File: src/rtl/smbt_pkg.sv
package smbt_pkg;
  localparam int ADDR_W    = 7;
  localparam int BYTE_BITS = 8;
  localparam int CNT_W     = $clog2(BYTE_BITS + 1);

  typedef enum logic [3:0] {
    ST_IDLE, ST_ADDR, ST_ADDR_ACK, ST_CMD, ST_CMD_ACK, ST_WDATA, ST_WDATA_ACK,
    ST_RADDR, ST_RADDR_ACK, ST_RDATA, ST_MACK
  } smbtState_e;

  typedef struct packed {
    logic shiftIn;   // sample one receive bit
    logic loadCmd;   // publish command byte
    logic loadWr;    // publish write byte
    logic loadTx;    // take rdData and drive its MSB
    logic shiftTx;   // drive next transmit bit
    logic driveAck;  // pull line low for acknowledge
    logic relSda;    // release line
    logic reqRd;     // ask for next read byte
  } smbtCtrl_t;
endpackage

File: src/rtl/smbt_datapath.sv
module smbt_datapath
  import smbt_pkg::*;
#(
  parameter int SYNC_STAGES = 2
) (
  input  logic                 clk,
  input  logic                 rstN,
  input  logic                 sclIn,
  input  logic                 sdaIn,
  input  logic [ADDR_W-1:0]    ownAddr,
  input  logic [BYTE_BITS-1:0] rdData,
  input  smbtCtrl_t            ctrl,
  output logic                 sclRise,
  output logic                 sclFall,
  output logic                 startDet,
  output logic                 stopDet,
  output logic                 sdaBit,
  output logic                 addrHit,
  output logic                 sdaOeLow,
  output logic [BYTE_BITS-1:0] cmdByte,
  output logic                 cmdStb,
  output logic [BYTE_BITS-1:0] wrByte,
  output logic                 wrStb,
  output logic                 rdReq
);
  logic [SYNC_STAGES-1:0] sclPipe, sdaPipe;
  logic sclS, sdaS, sclQ, sdaQ;

  // Line synchronizers; idle bus level is high
  generate
    if (SYNC_STAGES == 1) begin : gSync1
      always_ff @(posedge clk or negedge rstN) begin
        if (!rstN) begin
          sclPipe <= '1;
          sdaPipe <= '1;
        end else begin
          sclPipe <= sclIn;
          sdaPipe <= sdaIn;
        end
      end
    end else begin : gSyncN
      always_ff @(posedge clk or negedge rstN) begin
        if (!rstN) begin
          sclPipe <= '1;
          sdaPipe <= '1;
        end else begin
          sclPipe <= {sclPipe[SYNC_STAGES-2:0], sclIn};
          sdaPipe <= {sdaPipe[SYNC_STAGES-2:0], sdaIn};
        end
      end
    end
  endgenerate

  assign sclS = sclPipe[SYNC_STAGES-1];
  assign sdaS = sdaPipe[SYNC_STAGES-1];

  always_ff @(posedge clk or negedge rstN) begin
    if (!rstN) begin
      sclQ <= 1'b1;
      sdaQ <= 1'b1;
    end else begin
      sclQ <= sclS;
      sdaQ <= sdaS;
    end
  end

  assign sclRise  = sclS & ~sclQ;
  assign sclFall  = ~sclS & sclQ;
  assign startDet = sclS & sclQ & sdaQ & ~sdaS;
  assign stopDet  = sclS & sclQ & ~sdaQ & sdaS;
  assign sdaBit   = sdaS;

  // Receive shifter and address compare (direction bit in bit 0 is ignored)
  logic [BYTE_BITS-1:0] rxShift;
  always_ff @(posedge clk or negedge rstN) begin
    if (!rstN)             rxShift <= '0;
    else if (ctrl.shiftIn) rxShift <= {rxShift[BYTE_BITS-2:0], sdaS};
  end
  assign addrHit = (rxShift[BYTE_BITS-1:1] == ownAddr);

  // Transmit shifter and open-drain pull-down
  logic [BYTE_BITS-1:0] txShift;
  always_ff @(posedge clk or negedge rstN) begin
    if (!rstN) begin
      txShift  <= '0;
      sdaOeLow <= 1'b0;
    end else if (ctrl.driveAck) begin
      sdaOeLow <= 1'b1;
    end else if (ctrl.loadTx) begin
      txShift  <= {rdData[BYTE_BITS-2:0], 1'b0};
      sdaOeLow <= ~rdData[BYTE_BITS-1];
    end else if (ctrl.shiftTx) begin
      txShift  <= {txShift[BYTE_BITS-2:0], 1'b0};
      sdaOeLow <= ~txShift[BYTE_BITS-1];
    end else if (ctrl.relSda) begin
      sdaOeLow <= 1'b0;
    end
  end

  // Published bytes and strobes
  always_ff @(posedge clk or negedge rstN) begin
    if (!rstN) begin
      cmdByte <= '0;
      wrByte  <= '0;
      cmdStb  <= 1'b0;
      wrStb   <= 1'b0;
      rdReq   <= 1'b0;
    end else begin
      cmdStb <= ctrl.loadCmd;
      wrStb  <= ctrl.loadWr;
      rdReq  <= ctrl.reqRd;
      if (ctrl.loadCmd) cmdByte <= rxShift;
      if (ctrl.loadWr)  wrByte  <= rxShift;
    end
  end

  AST_DRIVE_SCL_LOW: assert property (@(posedge clk) disable iff (!rstN)
    (sdaOeLow != $past(sdaOeLow)) |-> (!$past(sclS) || $past(stopDet) || $past(startDet)));
  AST_RELEASE_ON_STOP: assert property (@(posedge clk) disable iff (!rstN)
    stopDet |=> !sdaOeLow);
  AST_CMD_CAPTURE: assert property (@(posedge clk) disable iff (!rstN)
    ctrl.loadCmd |=> (cmdStb && cmdByte == $past(rxShift)));
  AST_RD_MSB_FIRST: assert property (@(posedge clk) disable iff (!rstN)
    ctrl.loadTx |=> (sdaOeLow == !$past(rdData[BYTE_BITS-1])));
endmodule

File: src/rtl/smbt_control.sv
module smbt_control
  import smbt_pkg::*;
(
  input  logic      clk,
  input  logic      rstN,
  input  logic      sclRise,
  input  logic      sclFall,
  input  logic      startDet,
  input  logic      stopDet,
  input  logic      sdaBit,
  input  logic      addrHit,
  output smbtCtrl_t ctrl
);
  localparam logic [CNT_W-1:0] FULL = CNT_W'(BYTE_BITS);

  smbtState_e st, stNext;
  logic [CNT_W-1:0] cnt, cntNext;
  logic gotData, gotDataNext;
  logic ackSeen, ackSeenNext;

  always_comb begin
    ctrl        = '0;
    stNext      = st;
    cntNext     = cnt;
    gotDataNext = gotData;
    ackSeenNext = ackSeen;
    if (stopDet) begin
      stNext      = ST_IDLE;
      cntNext     = '0;
      ctrl.relSda = 1'b1;
    end else if (startDet) begin
      // Repeated start right after the command acknowledge opens the read phase
      stNext      = (st == ST_WDATA && !gotData) ? ST_RADDR : ST_ADDR;
      cntNext     = '0;
      ctrl.relSda = 1'b1;
    end else begin
      case (st)
        ST_ADDR, ST_CMD, ST_WDATA, ST_RADDR: begin
          if (sclRise && cnt != FULL) begin
            ctrl.shiftIn = 1'b1;
            cntNext      = cnt + 1'b1;
          end else if (sclFall && cnt == FULL) begin
            cntNext = '0;
            case (st)
              ST_ADDR: begin
                if (addrHit) begin
                  ctrl.driveAck = 1'b1;
                  stNext        = ST_ADDR_ACK;
                end else begin
                  ctrl.relSda = 1'b1;
                  stNext      = ST_IDLE;
                end
              end
              ST_RADDR: begin
                if (addrHit) begin
                  ctrl.driveAck = 1'b1;
                  ctrl.reqRd    = 1'b1;
                  stNext        = ST_RADDR_ACK;
                end else begin
                  ctrl.relSda = 1'b1;
                  stNext      = ST_IDLE;
                end
              end
              ST_CMD: begin
                ctrl.loadCmd  = 1'b1;
                ctrl.driveAck = 1'b1;
                stNext        = ST_CMD_ACK;
              end
              default: begin
                ctrl.loadWr   = 1'b1;
                ctrl.driveAck = 1'b1;
                gotDataNext   = 1'b1;
                stNext        = ST_WDATA_ACK;
              end
            endcase
          end
        end
        ST_ADDR_ACK: begin
          if (sclFall) begin
            ctrl.relSda = 1'b1;
            stNext      = ST_CMD;
          end
        end
        ST_CMD_ACK: begin
          if (sclFall) begin
            ctrl.relSda = 1'b1;
            gotDataNext = 1'b0;
            stNext      = ST_WDATA;
          end
        end
        ST_WDATA_ACK: begin
          if (sclFall) begin
            ctrl.relSda = 1'b1;
            stNext      = ST_WDATA;
          end
        end
        ST_RADDR_ACK: begin
          if (sclFall) begin
            ctrl.loadTx = 1'b1;
            cntNext     = CNT_W'(1);
            stNext      = ST_RDATA;
          end
        end
        ST_RDATA: begin
          if (sclFall) begin
            if (cnt != FULL) begin
              ctrl.shiftTx = 1'b1;
              cntNext      = cnt + 1'b1;
            end else begin
              ctrl.relSda = 1'b1;
              cntNext     = '0;
              stNext      = ST_MACK;
            end
          end
        end
        ST_MACK: begin
          if (sclRise) begin
            ackSeenNext = ~sdaBit;
            ctrl.reqRd  = ~sdaBit;
          end else if (sclFall) begin
            if (ackSeen) begin
              ctrl.loadTx = 1'b1;
              cntNext     = CNT_W'(1);
              stNext      = ST_RDATA;
            end else begin
              ctrl.relSda = 1'b1;
              stNext      = ST_IDLE;
            end
          end
        end
        default: ;
      endcase
    end
  end

  always_ff @(posedge clk or negedge rstN) begin
    if (!rstN) begin
      st      <= ST_IDLE;
      cnt     <= '0;
      gotData <= 1'b0;
      ackSeen <= 1'b0;
    end else begin
      st      <= stNext;
      cnt     <= cntNext;
      gotData <= gotDataNext;
      ackSeen <= ackSeenNext;
    end
  end

  AST_STOP_TO_IDLE: assert property (@(posedge clk) disable iff (!rstN)
    stopDet |=> (st == ST_IDLE));
  AST_MISS_TO_IDLE: assert property (@(posedge clk) disable iff (!rstN)
    (st == ST_ADDR && cnt == FULL && sclFall && !addrHit && !stopDet && !startDet)
      |=> (st == ST_IDLE));
endmodule

File: src/rtl/smbt_responder.sv
module smbt_responder
  import smbt_pkg::*;
#(
  parameter int SYNC_STAGES = 2
) (
  input  logic                 clk,
  input  logic                 rstN,
  input  logic                 sclIn,
  input  logic                 sdaIn,
  input  logic [ADDR_W-1:0]    ownAddr,
  input  logic [BYTE_BITS-1:0] rdData,
  output logic                 sdaOeLow,
  output logic [BYTE_BITS-1:0] cmdByte,
  output logic                 cmdStb,
  output logic [BYTE_BITS-1:0] wrByte,
  output logic                 wrStb,
  output logic                 rdReq
);
  smbtCtrl_t ctrl;
  logic sclRise, sclFall, startDet, stopDet, sdaBit, addrHit;

  smbt_datapath #(.SYNC_STAGES(SYNC_STAGES)) uDp (
    .clk(clk), .rstN(rstN), .sclIn(sclIn), .sdaIn(sdaIn), .ownAddr(ownAddr),
    .rdData(rdData), .ctrl(ctrl), .sclRise(sclRise), .sclFall(sclFall),
    .startDet(startDet), .stopDet(stopDet), .sdaBit(sdaBit), .addrHit(addrHit),
    .sdaOeLow(sdaOeLow), .cmdByte(cmdByte), .cmdStb(cmdStb), .wrByte(wrByte),
    .wrStb(wrStb), .rdReq(rdReq)
  );

  smbt_control uCtl (
    .clk(clk), .rstN(rstN), .sclRise(sclRise), .sclFall(sclFall),
    .startDet(startDet), .stopDet(stopDet), .sdaBit(sdaBit), .addrHit(addrHit),
    .ctrl(ctrl)
  );
endmodule

File: config.mk
export PLATFORM = sky130hd
export DESIGN_NAME = smbt_responder
export DESIGN_NICKNAME = d
export VERILOG_FILES = /design/src/rtl/smbt_pkg.sv /design/src/rtl/smbt_datapath.sv /design/src/rtl/smbt_control.sv /design/src/rtl/smbt_responder.sv
export SDC_FILE = /design/constraint.sdc
export NUM_CORES = 1
export LEC_CHECK = 0
export BUFFER_PORTS_ARGS = -buffer_cell sky130_fd_sc_hd__buf_2
export CAP_MARGIN = 20
export CORE_AREA = 5 5 87 89
export CTS_CLUSTER_SIZE = 14
export DETAILED_ROUTE_END_ITERATION = 16
export DIE_AREA = 0 0 92 94
export GPL_TIMING_DRIVEN = 0
export HOLD_SLACK_MARGIN = 0.1
export PLACE_DENSITY = 0.64
export SYNTH_ARGS = -nofsm -noshare
export SYNTH_HDL_FRONTEND = slang
export SYNTH_HIERARCHICAL = 1
export SYNTH_SLANG_ARGS = --single-unit
File: constraint.sdc
create_clock -name clk -period 4.38 [get_ports clk]
set_input_delay 0.657 -clock clk [delete_from_list [all_inputs] [get_ports clk]]
set_output_delay 0.657 -clock clk [all_outputs]
set_load 0.02 [all_outputs]
### Word-level counts from Yosys, hierarchy flattened

Index checks and enable logic that the tools add are counted.

| storage, ports and cells | value |
|---|---|
| bits in registers | 52 |
| output and inout bits | 20 |
| word-level logic and storage cells | 155 |

| cells by class | value |
|---|---|
| $add $sub $neg | 1 |
| equality and inequality tests | 28 |
| mux-type cells | 75 |
| bitwise gates (word level) | 16 |
| reduce and logical (&&, ||, !) cells | 19 |

Operator list:

| operator | count |
|---|---|
| $mux W4 | 23 |
| $mux W1 | 34 |
| $ne A4 B3 Y1 const B | 6 |
| $pmux W4 S6 | 1 |
| $eq A4 B3 Y1 const B | 4 |
| $eq A4 B4 Y1 const B | 4 |
| $mux W8 | 2 |
| $ne A4 B4 Y1 const B | 4 |
| $pmux W4 S4 | 1 |
| $reduce_and A7 Y1 | 2 |
| $mux W3 | 4 |
| $mux W6 | 2 |
| $pmux W4 S3 | 1 |
| $reduce_and A10 Y1 | 1 |
| $not A1 Y1 | 9 |
| $eq A4 B2 Y1 const B | 2 |
| $reduce_bool A8 Y1 | 1 |
| $and A1 B1 Y1 | 7 |
| $eq A7 B7 Y1 | 1 |
| $mux W2 | 3 |
| $pmux W1 S2 | 3 |
| $reduce_bool A6 Y1 | 1 |
| $reduce_or A3 Y1 | 2 |
| $ne A5 B3 Y1 const B | 1 |
| 14 further kinds | 20 |

### Logic depth before layout (Yosys ltp)

| logic depth | value |
|---|---|
| depth in word-level cells | 12 |
| mapped depth | 11 |
| mapped depth without buffers | 11 |

### Modules after synthesis

Netlist, hierarchy kept.

By module, submodules not included:

| module | instances | cells an instance | area each (um^2) | sequential area each (um^2) |
|---|---|---|---|---|
| smbt_datapath | 1 | 117 | 1665.3 | 1033.5 |
| smbt_control | 1 | 126 | 932.1 | 250.2 |

### Worst setup path before layout

OpenSTA, ideal clock, no wires.

| path | value |
|---|---|
| kind | register to register |
| from | register uDp.sclQ |
| to | register uCtl.st[2] |
| data arrival time | 2247 ps |
| required time | 4304 ps |
| slack | 2057 ps |
| cell stages (with the launch flop) | 8 |
| path buffers | 1 |
| clock period less this slack | 2323 ps |
| path through | dfstp_2 > nor2b_1 > clkbuf_1 > and3b_1 > o21ai_1 > a222oi_1 > mux2_2 > o21ai_1 |

| between the ends | value |
|---|---|
| elaborated cells on any way between the ends | 23 |
| classes of those cells | eq/ne: 9; mux: 2; bitwise: 8; reduce/logical: 4 |

RTL lines:

| element | line | RTL |
|---|---|---|
| start, declared | smbt_datapath.sv:27 | `logic sclS, sdaS, sclQ, sdaQ;` |
| start signal, assigned | smbt_datapath.sv:62 | `sclQ <= sclS;` |
| $and A1 B1 Y1 * | smbt_datapath.sv:68 | `assign sclFall = ~sclS & sclQ;` |
| via sclFall | smbt_responder.sv:20 | `logic sclRise, sclFall, startDet, stopDet, sdaBit, addrHit;` |
| $logic_and A1 B1 Y1 | smbt_control.sv:42 | `end else if (sclFall && cnt == FULL) begin` |
| $ne A4 B3 Y1 (no source line) | -- |  |
| $reduce_and A10 Y1 (no source line) * | -- |  |
| end signal, assigned | smbt_control.sv:143 | `st <= stNext;` |
| end, declared | smbt_control.sv:16 | `smbtState_e st, stNext;` |

Mark *: on every way through the listed nets, which the timed path passes. The rest lies on a longest branch.
A chain may end at the register's enable or synchronous reset.

### Worst setup path in the final report

Ends and elaborated chain as after synthesis.

==> results.py <==
metrics = {
    "outcome": {
        "run_status": "complete, no violations",
    },
    "timing": {
        "fin_crit_ps": 2670,
        "hold_violations": 0,
        "skew_ps": 6.97,
        "finalCritPeriodShare": 0.609,
        "worstMarginPinSlew_ps": 822,
        "slew_headroom": 0.452,
        "final-setup-viol-count": 0,
        "rsz0062_at_grt": "no",
        "fin_tns_setup_ps": 0,
        "fmax_ghz": 0.375,
        "report.final.slew_viol_count": 0,
    },
    "floorplanning": {
        "core_um2": 6680,
        "die-height_um": 94,
        "initial_core_util": 0.389,
        "fp.dieW_um": 92,
        "io_pins": 39,
        "fp-row-count": 30,
        "die_area_um2": 8650,
    },
    "clock_network": {
        "clockRootBuffer": "clkbuf_8",
        "clkLatencyLatePin_ps": 300,
        "clock_sinks": 51,
        "htreeDepth": 2,
        "post_cts_resized": 0,
        "clockBufferDepth": 2,
        "hold_buffers": 0,
        "cts_buffers": 5,
        "cts_setup_buffers": 0,
        "cts_tree": "done",
        "clk_pin_slew_worst_paths_ps": 90,
    },
    "worst_setup_path": {
        "crit_path_frequent_cell": "o21ai_1",
        "cp-end-kind": "flop",
        "required_ps": 4610,
        "path_cells": "nor2b_1, clkbuf_1, and3b_1, o21ai_1, a222oi_1, mux2_2, o21ai_1",
        "cp_slowest_cell": "a222oi_1",
        "cpLargestDelayFamily": "compound AO/OA/AOI/OAI gates",
        "critPathArrivalTime_ps": 2890,
        "max_stage_delay_ps": 760,
        "cp_num_buf_inv": 1,
        "critPathMaxFanout": 9,
        "start_kind": "flop",
        "critical_path_class": "flop to flop",
    },
    "power_and_ir_drop": {
        "p_clk_frac": 0.186,
        "p_leak_nw": 1.42,
        "finalPower_mw": 1.52,
        "internal-power_mw": 0.955,
        "ir_drop_mv": 0.214,
        "swShare": 0.374,
        "p_sw_mw": 0.570,
        "p_seq_frac": 0.432,
        "power_density_nw_per_um2": 508,
        "p_comb_frac": 0.382,
    },
    "layout": {
        "nNetsFinal": 310,
        "fillers": 670,
        "utilization": 0.449,
        "area_growth_pct": 15.6,
        "diodes": 0,
        "instances_no_fill": 370,
        "layout-drive-gt1-share": 0.334,
    },
    "logic_synthesis": {
        "synth_warnings": 6,
        "syn_inst": 243,
        "synth.most_common_cell": "dfrtp_1",
        "synth_area_leaders": "dfrtp_1 43%, mux2_2 11%, dfstp_2 6.1%, o21ai_0 3.9%, a21oi_1 2.5%",
        "synth_async_sr_flop_share": 1.00,
        "ys_top_cells_by_count": "45 x dfrtp_1, 25 x mux2_2, 20 x o21ai_0, 13 x a21oi_1, 13 x nand2_1",
        "synthFlopType": "dfrtp_1",
        "syn_avg_cell_area_um2": 10.7,
        "synth-edff-count": 0,
        "ys_ff_latch": 51,
        "syn-num-nets": 264,
        "syn_area_um2": 2600,
        "synth_top_area_frac": 0.434,
        "ys_seq_area_frac": 0.494,
        "ys_types": 55,
        "yosys.area.top_type": "dfrtp_1",
    },
    "worst_hold_path": {
        "hold_class": "input pin to async pin",
    },
    "placed_design": {
        "placedCellCount": 362,
        "place_hpwl_mm": 4.10,
        "portBuffers": 38,
        "gp_congestion": 0.866,
    },
    "route": {
        "drt_iter0_markers": 152,
        "wl_per_cell_um": 14.9,
        "wirelength_mm": 5.52,
        "drt_first_pass_iters": 6,
        "detail-route-antenna-nets": 0,
        "vias": 2022,
        "drc": 0,
        "viasPerCell": 5.46,
    },
    "global_routing": {
        "grt_max_degree": 42,
        "grt_pass1_vias": 2008,
        "grt_usage": 0.132,
        "grt_pass1_wl_mm": 9.38,
        "antenna_found_initial": 0,
        "grt_overflow": 0,
    },
    "flow_run": {
        "cap_violations": 0,
    },
}
placed cells by master (no fill, tap or decap), types with 6 or more instances in the layout:
cell type	netlist	final
nand2_1	13	13
clkbuf_8	0	6
o21ai_0	20	20
mux2_2	25	25
dfrtp_1	45	45
buf_2	8	46
nor2_1	10	10
inv_1	9	9
a21oi_1	13	13
nand2b_1	6	6
a22oi_1	6	6
dfstp_2	6	6
flip-flops by register name, indices dropped and copies added, names as in the netlist, 2 cells and up:
name	cells
uDp/cmdByte	8
uDp/sclPipe	2
uDp/rxShift	8
uDp/wrByte	8
uDp/sdaPipe	2
uCtl/st	4
uDp/txShift	7
uCtl/cnt	4
per-stage QoR:
step           cell area, um^2  hold WS, ps  setup slack [ps]
6_report                  3000          221              1710
5_1_grt                   3000          225              1480
4_1_cts                   3000          225              1710
3_5_place_dp              2910          349              1650
3_3_place_gp              2890          346              1660
2_1_floorplan             2600          345              2060
layer usage:
| metal | wire length (um) | GRT usage |
|---|---|---|
| met5 | 0 | 0 |
| met4 | 41 | 0.0371 |
| met3 | 220 | 0.0329 |
| met2 | 2760 | 0.223 |
| met1 | 2500 | 0.169 |
power groups by stage:
stage | registers (mW) | clock network [mW] | logic [mW]
floorplan | 0.646 | 0 | 0.453
global placement | 0.667 | 0 | 0.571
detailed placement | 0.669 | 0 | 0.581
CTS | 0.660 | 0.294 | 0.582
global route | 0.674 | 0.314 | 0.652
finish | 0.659 | 0.283 | 0.582
logic make-up after synthesis:
| logic type | synth area share |
|---|---|
| AO/OA/AOI/OAI | 0.160 |
| XOR/XNOR | 0.0270 |
| adder cells (fa/ha/maj) | 0.00963 |
| buffers and inverters | 0.0400 |
| flip-flops | 0.494 |
| multiplexers | 0.112 |
| AND/OR/NAND/NOR | 0.157 |
final cells by class:
| type | instances | area, um^2 | area share |
|---|---|---|---|
| Buffer | 14 | 70.1 | 0.0233 |
| Clock buffer | 7 | 86.3 | 0.0288 |
| Clock inverter | 1 | 8.76 | 0.00292 |
| Inverter | 9 | 33.8 | 0.0113 |
| Multi-Input combinational cell | 169 | 1210 | 0.403 |
| Sequential cell | 51 | 1280 | 0.427 |
| Tap cell | 80 | 100 | 0.0333 |
| Timing Repair Buffer | 39 | 210 | 0.0700 |
worst paths after layout:
check                                         start                       end  slack, ps  depth (start not counted)
max                              uDp/sclQ$_DFF_PN1_    uCtl/st[2]$_DFFE_PN0P_       1710                          7
min                                            rstN   uCtl/cnt[2]$_DFFE_PN0P_        220                          1
max reg2reg                      uDp/sclQ$_DFF_PN1_    uCtl/st[2]$_DFFE_PN0P_       1710                          7
min reg2reg                uDp/sclPipe[0]$_DFF_PN1_  uDp/sclPipe[1]$_DFF_PN1_        360                          0
max in group asynchronous                      rstN        uDp/sdaQ$_DFF_PN1_       3600                          2
min in group clk           uDp/sclPipe[0]$_DFF_PN1_  uDp/sclPipe[1]$_DFF_PN1_        360                          0
(Power assumes the default switching activity.)
